### config.mk
export PLATFORM = sky130hd
export DESIGN_NAME = tick_watchdog
export DESIGN_NICKNAME = d
export VERILOG_FILES = /design/src/rtl/tick_watchdog.sv
export SDC_FILE = /design/constraint.sdc
export NUM_CORES = 1
export LEC_CHECK = 0
export BUFFER_PORTS_ARGS = -buffer_cell sky130_fd_sc_hd__buf_2
export CAP_MARGIN = 5
export CORE_MARGIN = 3
export CORE_UTILIZATION = 40
export DETAILED_ROUTE_END_ITERATION = 6
export PLACE_DENSITY_LB_ADDON = 0.25
export RECOVER_POWER = 25
export SETUP_SLACK_MARGIN = 0.15
export SYNTH_ARGS = -nofsm -noshare
export SYNTH_HDL_FRONTEND = slang
export SYNTH_SLANG_ARGS = --single-unit
### constraint.sdc
create_clock -name clk -period 4.1 [get_ports clk]
set_input_delay 0.41 -clock clk [delete_from_list [all_inputs] [get_ports clk]]
set_output_delay 0.41 -clock clk [all_outputs]
set_load 0.01 [all_outputs]
### src/rtl/tick_watchdog.sv
module tick_watchdog #(
  parameter int CW      = 32,
  parameter int PRE_DIV = 4,
  parameter int TC_MIN  = 'hFF
) (
  input  logic          clk,
  input  logic          rst_n,
  input  logic          wr_en,
  input  logic [1:0]    wr_sel,
  input  logic [31:0]   wr_data,
  input  logic [1:0]    rd_sel,
  output logic [31:0]   rd_data,
  output logic          irq,
  output logic          rst_req
);
  localparam int PW = (PRE_DIV > 1) ? $clog2(PRE_DIV) : 1;
  localparam logic [PW-1:0] PRE_LAST = PW'(PRE_DIV - 1);
  localparam logic [CW-1:0] TC_FLOOR = CW'(TC_MIN);
  localparam logic [1:0] SEL_MODE = 2'd0, SEL_TC = 2'd1, SEL_FEED = 2'd2, SEL_CNT = 2'd3;

  logic [CW-1:0] cnt, tc;
  logic [PW-1:0] pre;
  logic en, rstm, flag, running, armed;

  wire wr_mode  = wr_en && wr_sel == SEL_MODE;
  wire wr_tc    = wr_en && wr_sel == SEL_TC;
  wire wr_feed  = wr_en && wr_sel == SEL_FEED;
  wire feed_ok  = wr_feed && armed && wr_data[7:0] == 8'h55;
  wire reload   = feed_ok && en;
  wire tick     = running && !reload && pre == PRE_LAST;
  wire expire   = tick && cnt == CW'(1);
  wire [CW-1:0] wr_val = CW'(wr_data);

  always_ff @(posedge clk or negedge rst_n) begin
    if (!rst_n) begin
      tc <= TC_FLOOR;
    end else if (wr_tc) begin
      tc <= (wr_val < TC_FLOOR) ? TC_FLOOR : wr_val;
    end
  end

  always_ff @(posedge clk or negedge rst_n) begin
    if (!rst_n) begin
      en   <= 1'b0;
      rstm <= 1'b0;
    end else if (wr_mode) begin
      en   <= running | wr_data[0];
      rstm <= wr_data[1];
    end
  end

  always_ff @(posedge clk or negedge rst_n) begin
    if (!rst_n) armed <= 1'b0;
    else if (wr_feed) armed <= wr_data[7:0] == 8'hAA;
  end

  always_ff @(posedge clk or negedge rst_n) begin
    if (!rst_n) running <= 1'b0;
    else if (reload) running <= 1'b1;
  end

  always_ff @(posedge clk or negedge rst_n) begin
    if (!rst_n) pre <= '0;
    else if (reload || !running) pre <= '0;
    else if (pre == PRE_LAST) pre <= '0;
    else pre <= pre + PW'(1);
  end

  always_ff @(posedge clk or negedge rst_n) begin
    if (!rst_n) cnt <= TC_FLOOR;
    else if (reload) cnt <= tc;
    else if (tick && cnt != '0) cnt <= cnt - CW'(1);
  end

  always_ff @(posedge clk or negedge rst_n) begin
    if (!rst_n) flag <= 1'b0;
    else if (expire) flag <= 1'b1;
    else if (wr_mode && wr_data[2]) flag <= 1'b0;
  end

  always_ff @(posedge clk or negedge rst_n) begin
    if (!rst_n) rst_req <= 1'b0;
    else rst_req <= expire && rstm;
  end

  assign irq = flag && !rstm;

  always_comb begin
    case (rd_sel)
      SEL_MODE: rd_data = {29'd0, flag, rstm, en};
      SEL_TC:   rd_data = 32'(tc);
      SEL_FEED: rd_data = 32'd0;
      SEL_CNT:  rd_data = 32'(cnt);
      default:  rd_data = 32'd0;
    endcase
  end
endmodule

==> flow_metrics.py, run 1 <==
metrics = {
    "place": {
        "hpwl_mm": 8.347,
        "place.gp.congestion": 0.8862,
        "port_buffers": 72,
        "post-place-ws_ns": 1.206,
    },
    "sta": {
        "fmax_ghz": 0.3517,
        "whs_ns": 0.2652,
        "finalCriticalPeriod_ns": 2.843,
        "maxSlewHeadroom_pct": -9.932,
        "fin_tns_setup_ns": 0,
        "finalHoldViolations": 0,
        "tightest_slew_ns": 1.649,
        "setup_viol": 0,
        "finalMaxSlewViolations": 30,
        "timing.final.crit_share_pct": 69.35,
        "worst_slack_ns": 1.257,
        "fin_skew_ns": 0.008698,
        "rsz0062_at_grt": "no",
    },
    "yosys": {
        "netlist_top_cells_count": "nand2_1 (104), dfrtp_1 (56), nor2_1 (34)",
        "synth_compound_gate_area_share_pct": 15.06,
        "synth_area_um2": 4312,
        "yosysMostFrequentCell": "nand2_1",
        "synthMuxAreaShare_pct": 7.429,
        "async_reset_ff_share_pct": 100.0,
        "synthSimpleGateAreaFrac_pct": 30.82,
        "synth-edff-count": 0,
        "yosys.area_share.adder_pct": 0.8706,
        "yosysUniqueCellTypes": 48,
        "yosysWarnings": 0,
        "post_synth_main_area_contributors": "dfrtp_1 (33%), dfstp_2 (9.8%), nand2_1 (9.1%), mux2i_1 (7.4%), nor2b_1 (4.4%)",
        "synthesis.nets": 537,
        "synth_xor_area_share_pct": 0,
        "avgSynthCellArea_um2": 8.710,
        "synth_flop_cell": "dfrtp_1",
        "synth-seq-area-share_pct": 42.25,
        "synth_top_area_cell": "dfrtp_1",
        "syn_inst": 495,
        "synth_top_family_by_area": "simple AND/OR/NAND/NOR gates",
        "synth_top_area_share_pct": 32.50,
        "ys_ff_latch": 72,
    },
    "setup_path": {
        "crit_path_start_kind": "flip-flop",
        "cp_top_family": "simple AND/OR/NAND/NOR gates",
        "crit_buf_inv": 0,
        "endpoint_kind": "flip-flop",
        "worstPathCellList": "or4_1, nor4_4, nand3_1, or4b_2, a31oi_1",
        "cp.arrival_ns": 3.11,
        "worstSetupPathType": "reg -> reg",
        "critPathMaxStageDelay_ns": 0.74,
        "crit_required_ns": 4.36,
        "crit_path_max_fanout": 13,
        "critPathSlowestCell": "or4b_2",
    },
    "grt": {
        "antenna_found_initial": 0,
        "grt_pass1_vias": 3573,
        "grt_util_all_layers_pct": 19.81,
        "grt_max_degree": 45,
        "grt_first_pass_wirelength_mm": 18.67,
        "overflow": 0,
    },
    "cts": {
        "cts_tree": "yes",
        "clk_latency_ns": 0.34,
        "cts-resized-gates": 0,
        "clk_path_buf_depth": 2,
        "cts_hold_buf": 0,
        "post-cts-setup-buffers": 0,
        "cts.htree.levels": 3,
        "cts_buffers": 9,
        "clock_sinks": 72,
        "path_clk_slew_ns": 0.08,
        "ctsRootBufferMaster": "clkbuf_8",
    },
    "detailed_routing": {
        "wire_per_inst_um": 17.07,
        "route.vias.total": 3954,
        "drtIter0Drc": 332,
        "met1_length_mm": 5.872,
        "finalWirelength_mm": 11.74,
        "drcViolationCount": 0,
        "viasPerCell": 5.747,
        "dr.pass1.iters": 5,
        "wl_met2_mm": 5.183,
        "routed.top_layer": "met4",
        "ant_nets": 0,
        "wl_met3_um": 548,
    },
    "final_layout": {
        "synthToLayoutAreaGrowth_pct": 14.42,
        "nNetsFinal": 589,
        "drive_gt1_share_pct": 20.65,
        "diodes": 0,
    },
    "floorplanning": {
        "core_um2": 10420,
        "die_w_um": 109.8,
        "die_area_um2": 12060,
        "initial_utilization_pct": 41.39,
        "io-pin-count": 73,
        "die_h_um": 109.8,
        "rows": 37,
    },
    "pwr": {
        "irDropWorstVdd_mv": 0.1696,
        "leakage_nw": 2.074,
        "p_total_w": 0.001611,
        "p_per_area_nw_per_um2": 326.6,
    },
    "min_path": {
        "min_path_type": "in -> reg",
    },
    "outcome": {
        "status": "finished with violations",
        "violations": "max-capacitance violations, max-slew violations",
    },
    "run": {
        "cap_viol_max_count": 1,
    },
}
## path summary, 6_finish.rpt
check | start | to | slack [ns] | cells past startpoint
max | cnt[10]$_DFFE_PN0P_ | cnt[25]$_DFFE_PN0P_ | 1.26 | 5
min | wr_data[25] | tc[25]$_DFFE_PN0P_ | 0.27 | 3
max reg2reg | cnt[10]$_DFFE_PN0P_ | cnt[25]$_DFFE_PN0P_ | 1.26 | 5
min reg2reg | pre[0]$_DFF_PN0_ | pre[0]$_DFF_PN0_ | 0.45 | 1
max in group asynchronous | rst_n | tc[15]$_DFFE_PN0P_ | 2.26 | 2
min in group asynchronous | rst_n | running$_DFFE_PN0P_ | 0.48 | 1
## power breakdown
group | switching, W | internal (W) | leakage (nW)
clock network | 0.000270 | 0.000293 | 0.0957
logic | 0.000118 | 0.0000926 | 1.19
registers | 0.0000629 | 0.000775 | 0.784
total | 0.000450 | 0.00116 | 2.07
## cell families (layout without fill, tap and decap cells)
family | count (synthesis) | after routing
AND/OR/NAND/NOR | 260 | 260
adder cells (fa/ha/maj) | 3 | 3
multiplexers | 32 | 32
flip-flops | 72 | 72
AO/OA/AOI/OAI | 89 | 89
buffers and inverters | 39 | 96
## final cells by class
| class | count | area (um^2) |
|---|---|---|
| fill | 1054 | 5483 |
| multi-input combinational | 384 | 2345 |
| sequential | 72 | 1822 |
| timing repair buffer | 76 | 385.4 |
| tap | 136 | 170.2 |
| clock buffer | 10 | 137.6 |
| clock inverter | 6 | 58.81 |
| inverter | 4 | 15.01 |
## flip-flops by register name (all words and copies together), names as in the netlist
name	flops
rst_req	1
en	1
rstm	1
pre	2
flag	1
armed	1
running	1
tc	32
cnt	32
## worst min-delay path: stages
cell     delay, ns
buf_2         0.09
nand2_1       0.04
nand2_1       0.04
## cells in the final DEF, fill, tap and decap left out, types with 5 or more instances in the layout
cell      instances
o22a_1            8
o41ai_1           5
nor4_1           10
a31oi_1          17
dfstp_2          16
nand4_1           6
o21ai_0           7
or4_1            21
o31ai_1          17
nor2_1           33
nor3_1            6
a21oi_1          10
nand2_1         104
clkbuf_8         10
nor2b_1          30
o211ai_1         11
dfrtp_1          56
mux2i_1          32
buf_2            68
nand3_1          14
or3_1             8
## per-stage QoR
step,area (um^2),util (%),std cells
5_1_grt,4933,47.36,688
2_1_floorplan,4312,-,495
6_report,4933,47.36,688
4_1_cts,4938,47.41,688
3_3_place_gp,4742,45.53,672
3_5_place_dp,4742,45.53,672
## metal layers
metal,vias up,track usage (%)
li1,1911,-
met1,1928,30.40
met2,104,28.90
met3,11,2.877
met4,0,5.343
met5,-,0
Note: power is estimated with default switching activity, not from simulation.
==> inputs of run 2 (changes only) <==
==> constraint.sdc (replaced) <==
create_clock -name clk -period 2.75 [get_ports clk]
set_input_delay 0.275 -clock clk [delete_from_list [all_inputs] [get_ports clk]]
set_output_delay 0.275 -clock clk [all_outputs]
set_load 0.01 [all_outputs]
==> run 2 against run 1 <==
Against the previous run: the flow still finishes with violations (max-capacitance violations, max-slew violations); via count rose by 2.2%; register-to-register slack lost 0.98 ns; clock skew increased by 0.0014 ns; critical path type unchanged; largest cell class unchanged.
==> flow_metrics.py, run 2 (synthesis gave the netlist of run 1 again) <==
metrics = {
    "detailed_routing": {
        "drtIter0Drc": 336,
        "dr.pass1.iters": 5,
        "ant_nets": 0,
        "wire_per_inst_um": 16.96,
        "finalWirelength_mm": 11.87,
        "drcViolationCount": 0,
        "route.vias.total": 4040,
        "viasPerCell": 5.771,
    },
    "outcome": {
        "status": "finished with violations",
        "violations": "max-capacitance violations, max-slew violations",
    },
    "run": {
        "cap_viol_max_count": 1,
    },
    "final_layout": {
        "final_common_cell": "nand2_1",
        "post-route-util_pct": 48.29,
        "n_fill_cell": 1022,
        "synthToLayoutAreaGrowth_pct": 16.66,
        "most-common-layout-cells": "nand2_1 (104), buf_2 (72), dfrtp_1 (56), nor2_1 (33), mux2i_1 (32)",
        "drive_gt1_share_pct": 22.87,
        "nNetsFinal": 601,
        "diodes": 0,
        "reg_top3": "cnt (32), tc (32), pre (2)",
    },
    "cts": {
        "clock_sinks": 72,
        "clk_path_buf_depth": 2,
        "path_clk_slew_ns": 0.08,
        "cts.htree.levels": 3,
        "cts_tree": "yes",
        "clk_latency_ns": 0.34,
        "cts_hold_buf": 0,
        "cts_buffers": 9,
        "ctsRootBufferMaster": "clkbuf_8",
    },
    "pwr": {
        "p_per_area_nw_per_um2": 474.1,
        "irDropWorstVdd_mv": 0.3619,
        "leakage_nw": 2.142,
    },
    "setup_path": {
        "cp.arrival_ns": 2.75,
        "crit_path_max_fanout": 5,
        "worstSetupPathType": "reg -> reg",
        "crit_required_ns": 3.03,
        "endpoint_kind": "flip-flop",
        "crit_path_start_kind": "flip-flop",
    },
    "grt": {
        "grt_pass1_vias": 3737,
        "overflow": 0,
        "grt_first_pass_wirelength_mm": 19.15,
        "antenna_found_initial": 0,
        "grt_max_degree": 73,
        "grt_util_all_layers_pct": 20.32,
    },
    "sta": {
        "timing.final.crit_share_pct": 90.10,
        "fin_tns_setup_ns": 0,
        "finalHoldViolations": 0,
        "fmax_ghz": 0.4036,
        "setup_viol": 0,
        "fin_skew_ns": 0.01012,
        "maxSlewHeadroom_pct": -21.06,
        "finalMaxSlewViolations": 73,
        "rsz0062_at_grt": "no",
        "finalCriticalPeriod_ns": 2.478,
        "tightest_slew_ns": 1.816,
    },
    "floorplanning": {
        "initial_utilization_pct": 41.39,
        "rows": 37,
        "core_um2": 10420,
        "die_h_um": 109.8,
        "die_area_um2": 12060,
        "die_w_um": 109.8,
        "io-pin-count": 73,
    },
    "min_path": {
        "min_path_type": "in -> reg",
    },
    "place": {
        "port_buffers": 72,
        "place.gp.congestion": 0.9086,
        "hpwl_mm": 8.485,
    },
}
-- run 2: critical path, cell delays in order (launching register included) --
cell     delay, ns
dfrtp_1       0.43
or4_1         0.64
nor4_4        0.37
nand4_1       0.23
buf_4         0.20
or4_1         0.46
nand3_1       0.09
-- run 2: through the flow --
stage | power (W) | worst slack, ns | cell area, um^2 | hold WS [ns] | instances
after detailed placement | 0.001589 | 0.2108 | 4830 | 0.4364 | 682
after global routing | 0.002498 | 0.1660 | 5030 | 0.1455 | 700
after floorplan | 0.001409 | 0.4342 | 4312 | -0.02059 | 495
final | 0.002385 | 0.2723 | 5030 | 0.1350 | 700
after global placement | 0.001586 | 0.3533 | 4830 | 0.4239 | 682
after CTS | 0.002401 | 0.2032 | 5012 | 0.1265 | 698
-- run 2: path summary, 6_finish.rpt --
| path | from | to | slack [ns] | cells after the start |
|---|---|---|---|---|
| max | cnt[10]$_DFFE_PN0P_ | cnt[28]$_DFFE_PN0P_ | 0.27 | 6 |
| min | wr_data[22] | tc[22]$_DFFE_PN0P_ | 0.13 | 3 |
| max reg2reg | cnt[10]$_DFFE_PN0P_ | cnt[28]$_DFFE_PN0P_ | 0.27 | 6 |
| min reg2reg | pre[0]$_DFF_PN0_ | pre[0]$_DFF_PN0_ | 0.45 | 1 |
| max in group asynchronous | rst_n | tc[14]$_DFFE_PN0P_ | 1.16 | 2 |
| min in group asynchronous | rst_n | running$_DFFE_PN0P_ | 0.51 | 2 |
-- run 2: metal layers --
metal | global-route usage [%] | vias up | wire length [um]
met5 | 0 | - | 0
met4 | 7.035 | 0 | 237
met3 | 2.231 | 23 | 728
met2 | 30.03 | 128 | 5246
met1 | 30.69 | 1954 | 5658
li1 | - | 1935 | -
-- run 2: cell type report --
| type | instances | area (um^2) | area share, % |
|---|---|---|---|
| sequential | 72 | 1822 | 36.22 |
| timing repair buffer | 88 | 490.5 | 9.751 |
| clock inverter | 3 | 43.79 | 0.8706 |
| clock buffer | 13 | 138.9 | 2.761 |
| inverter | 4 | 15.01 | 0.2985 |
| multi-input combinational | 384 | 2350 | 46.72 |
| tap | 136 | 170.2 | 3.383 |
-- run 2: repair_timing --
item	CTS	global route
buffers inserted	0	2
resized for setup	0	1
setup endpoints to repair	0	7
-- run 2: where the power goes --
part / switching [W] / total [W] / internal, W
combinational: 0.000178 / 0.000319 / 0.000141
clock: 0.000395 / 0.000817 / 0.000422
sequential: 0.0000932 / 0.00125 / 0.00116
==> inputs of run 3 (changes only) <==
==> constraint.sdc (replaced) <==
create_clock -name clk -period 2.4 [get_ports clk]
set_input_delay 0.24 -clock clk [delete_from_list [all_inputs] [get_ports clk]]
set_output_delay 0.24 -clock clk [all_outputs]
set_load 0.01 [all_outputs]
==> run 3 against run 2 <==
Against the previous run: the run still ends with max-capacitance violations, max-slew violations left; sequential cell count did not move; critical path type unchanged; first-iteration DRC count fell by 16%; largest cell class unchanged; clock power rose by 47%.
==> flow_metrics.py, run 3 (synthesis gave the netlist of run 1 again) <==
metrics = {
    "place": {
        "place.gp.congestion": 0.8815,
        "port_buffers": 72,
        "hpwl_mm": 8.868,
    },
    "cts": {
        "clk_latency_ns": 0.35,
        "ctsRootBufferMaster": "clkbuf_8",
        "cts.htree.levels": 3,
        "path_clk_slew_ns": 0.08,
        "cts_buffers": 9,
        "clk_path_buf_depth": 2,
        "clock_sinks": 72,
        "cts_tree": "yes",
    },
    "sta": {
        "timing.final.crit_share_pct": 97.60,
        "tightest_slew_ns": 1.796,
        "finalMaxSlewViolations": 30,
        "maxSlewHeadroom_pct": -19.76,
        "fin_tns_setup_ns": 0,
        "rsz0062_at_grt": "yes",
        "finalHoldViolations": 0,
        "finalCriticalPeriod_ns": 2.342,
        "fmax_ghz": 0.4269,
        "fin_skew_ns": 0.01459,
        "setup_viol": 0,
    },
    "setup_path": {
        "crit_path_start_kind": "flip-flop",
        "crit_path_max_fanout": 12,
        "endpoint_kind": "flip-flop",
        "critPathMaxStageDelay_ns": 0.53,
        "worstSetupPathType": "reg -> reg",
        "worstPathCellList": "or4_4, nor4_4, buf_4, nand3_1, buf_6, or4_1, a31oi_1",
        "critPathSlowestCell": "or4_4",
        "cp.arrival_ns": 2.61,
        "crit_required_ns": 2.67,
    },
    "floorplanning": {
        "rows": 37,
        "initial_utilization_pct": 41.39,
        "core_um2": 10420,
        "die_area_um2": 12060,
        "die_h_um": 109.8,
        "io-pin-count": 73,
        "die_w_um": 109.8,
    },
    "outcome": {
        "violations": "max-capacitance violations, max-slew violations",
        "status": "finished with violations",
    },
    "grt": {
        "grt_first_pass_wirelength_mm": 19.89,
        "grt_pass1_vias": 3903,
        "overflow": 0,
        "grt_max_degree": 53,
        "antenna_found_initial": 0,
        "grt_util_all_layers_pct": 21.10,
    },
    "pwr": {
        "p_seq_share_pct": 47.8,
        "internal_power_w": 0.002188,
        "comb_power_share_pct": 12.3,
        "p_sw_w": 0.0008135,
        "irDropWorstVdd_mv": 0.3939,
        "swShare_pct": 27.10,
        "clockPowerShare_pct": 39.9,
        "p_per_area_nw_per_um2": 558.8,
        "leakage_nw": 2.313,
    },
    "detailed_routing": {
        "dr.pass1.iters": 5,
        "ant_nets": 0,
        "drcViolationCount": 0,
        "drtIter0Drc": 283,
        "finalWirelength_mm": 12.39,
        "route.vias.total": 4145,
        "wire_per_inst_um": 17.09,
        "viasPerCell": 5.717,
    },
    "final_layout": {
        "final_common_cell": "nand2_1",
        "most-common-layout-cells": "nand2_1 (104), buf_2 (68), dfrtp_1 (55), buf_4 (34)",
        "post-route-util_pct": 51.57,
        "n_fill_cell": 966,
        "synthToLayoutAreaGrowth_pct": 24.58,
        "diodes": 0,
        "nNetsFinal": 626,
        "reg_top3": "cnt (32), tc (32), pre (2)",
        "drive_gt1_share_pct": 27.50,
    },
    "run": {
        "cap_viol_max_count": 1,
    },
    "min_path": {
        "min_path_type": "in -> reg",
    },
}
==> run 3: cell count changes in the layout (fill, tap and decap cells not counted), sizes merged <==
| cell | previous run | this run |
|---|---|---|
| clkinvlp | 0 | 1 |
| bufinv | 1 | 3 |
| buf | 87 | 108 |
| inv | 4 | 6 |
| clkinv | 2 | 0 |
| dlygate4sd3 | 0 | 1 |
==> run 3: routing by layer <==
metal | global-route usage, % | up-vias | part of all wire (%)
li1 | - | 1983 | -
met1 | 31.50 | 2034 | 48
met2 | 31.24 | 118 | 45
met3 | 3.876 | 10 | 5.8
met4 | 5.521 | 0 | 0.84
met5 | 0 | - | 0
==> run 3: what timing repair did <==
action,4_1_cts,5_1_grt
hold buffers,1,0
endpoints found under the setup margin,18,24
endpoints found under the hold margin,27,0
pin swaps,16,6
gates resized for setup,6,8
setup buffers,6,5
==> run 3: worst paths after layout <==
path	end	depth (start not counted)	from	slack (ns)
worst max-delay path	cnt[18]$_DFFE_PN0P_	7	cnt[11]$_DFFE_PN0P_	0.06
worst min-delay path	tc[16]$_DFFE_PN0P_	3	wr_data[16]	0.1
worst max register to register	cnt[18]$_DFFE_PN0P_	7	cnt[11]$_DFFE_PN0P_	0.06
worst min register to register	pre[0]$_DFF_PN0_	1	pre[0]$_DFF_PN0_	0.44
max in group asynchronous	cnt[19]$_DFFE_PN0P_	3	rst_n	0.40
min in group asynchronous	running$_DFFE_PN0P_	2	rst_n	0.90
==> run 3: cell type report <==
type	instances	area [um^2]	area share [%]
clock inverters	6	115.1	2.143
clock buffers	10	127.6	2.376
multi-input cells	384	2406	44.79
well taps	136	170.2	3.168
repair buffers	113	714.4	13.30
flip-flops and latches	72	1823	33.94
inverters	4	15.01	0.2795
==> run 3: per-stage QoR <==
step           worst slack (ns)  hold WS (ns)  instance area (um^2)  instances  total power (W)
2_1_floorplan            0.1294      -0.05559                  4330        495         0.001615
3_3_place_gp            0.09704        0.3417                  4980        697         0.001819
3_5_place_dp            0.04889        0.3520                  4980        697         0.001827
4_1_cts                 0.09580       0.08360                  5305        720         0.003018
5_1_grt                0.004793       0.09385                  5371        725         0.003135
6_report                0.05770       0.09735                  5371        725         0.003001
==> run 3: power by group through the flow <==
stage          clock network, W  registers, W  logic (W)
4_1_cts                 0.00121       0.00143   0.000379
3_3_place_gp                  0       0.00145   0.000368
2_1_floorplan                 0       0.00140   0.000216
3_5_place_dp                  0       0.00145   0.000376
6_report                0.00120       0.00143   0.000369
5_1_grt                 0.00127       0.00144   0.000419
==> run 3: worst max-delay path: cells and delay by family, from the launching register on <==
kind | cells | cell delay [ns]
AOI/OAI and AO/OA | 1 | 0.19
buffers and inverters | 2 | 0.34
DFF | 1 | 0.42
and+or+nand+nor | 4 | 1.31
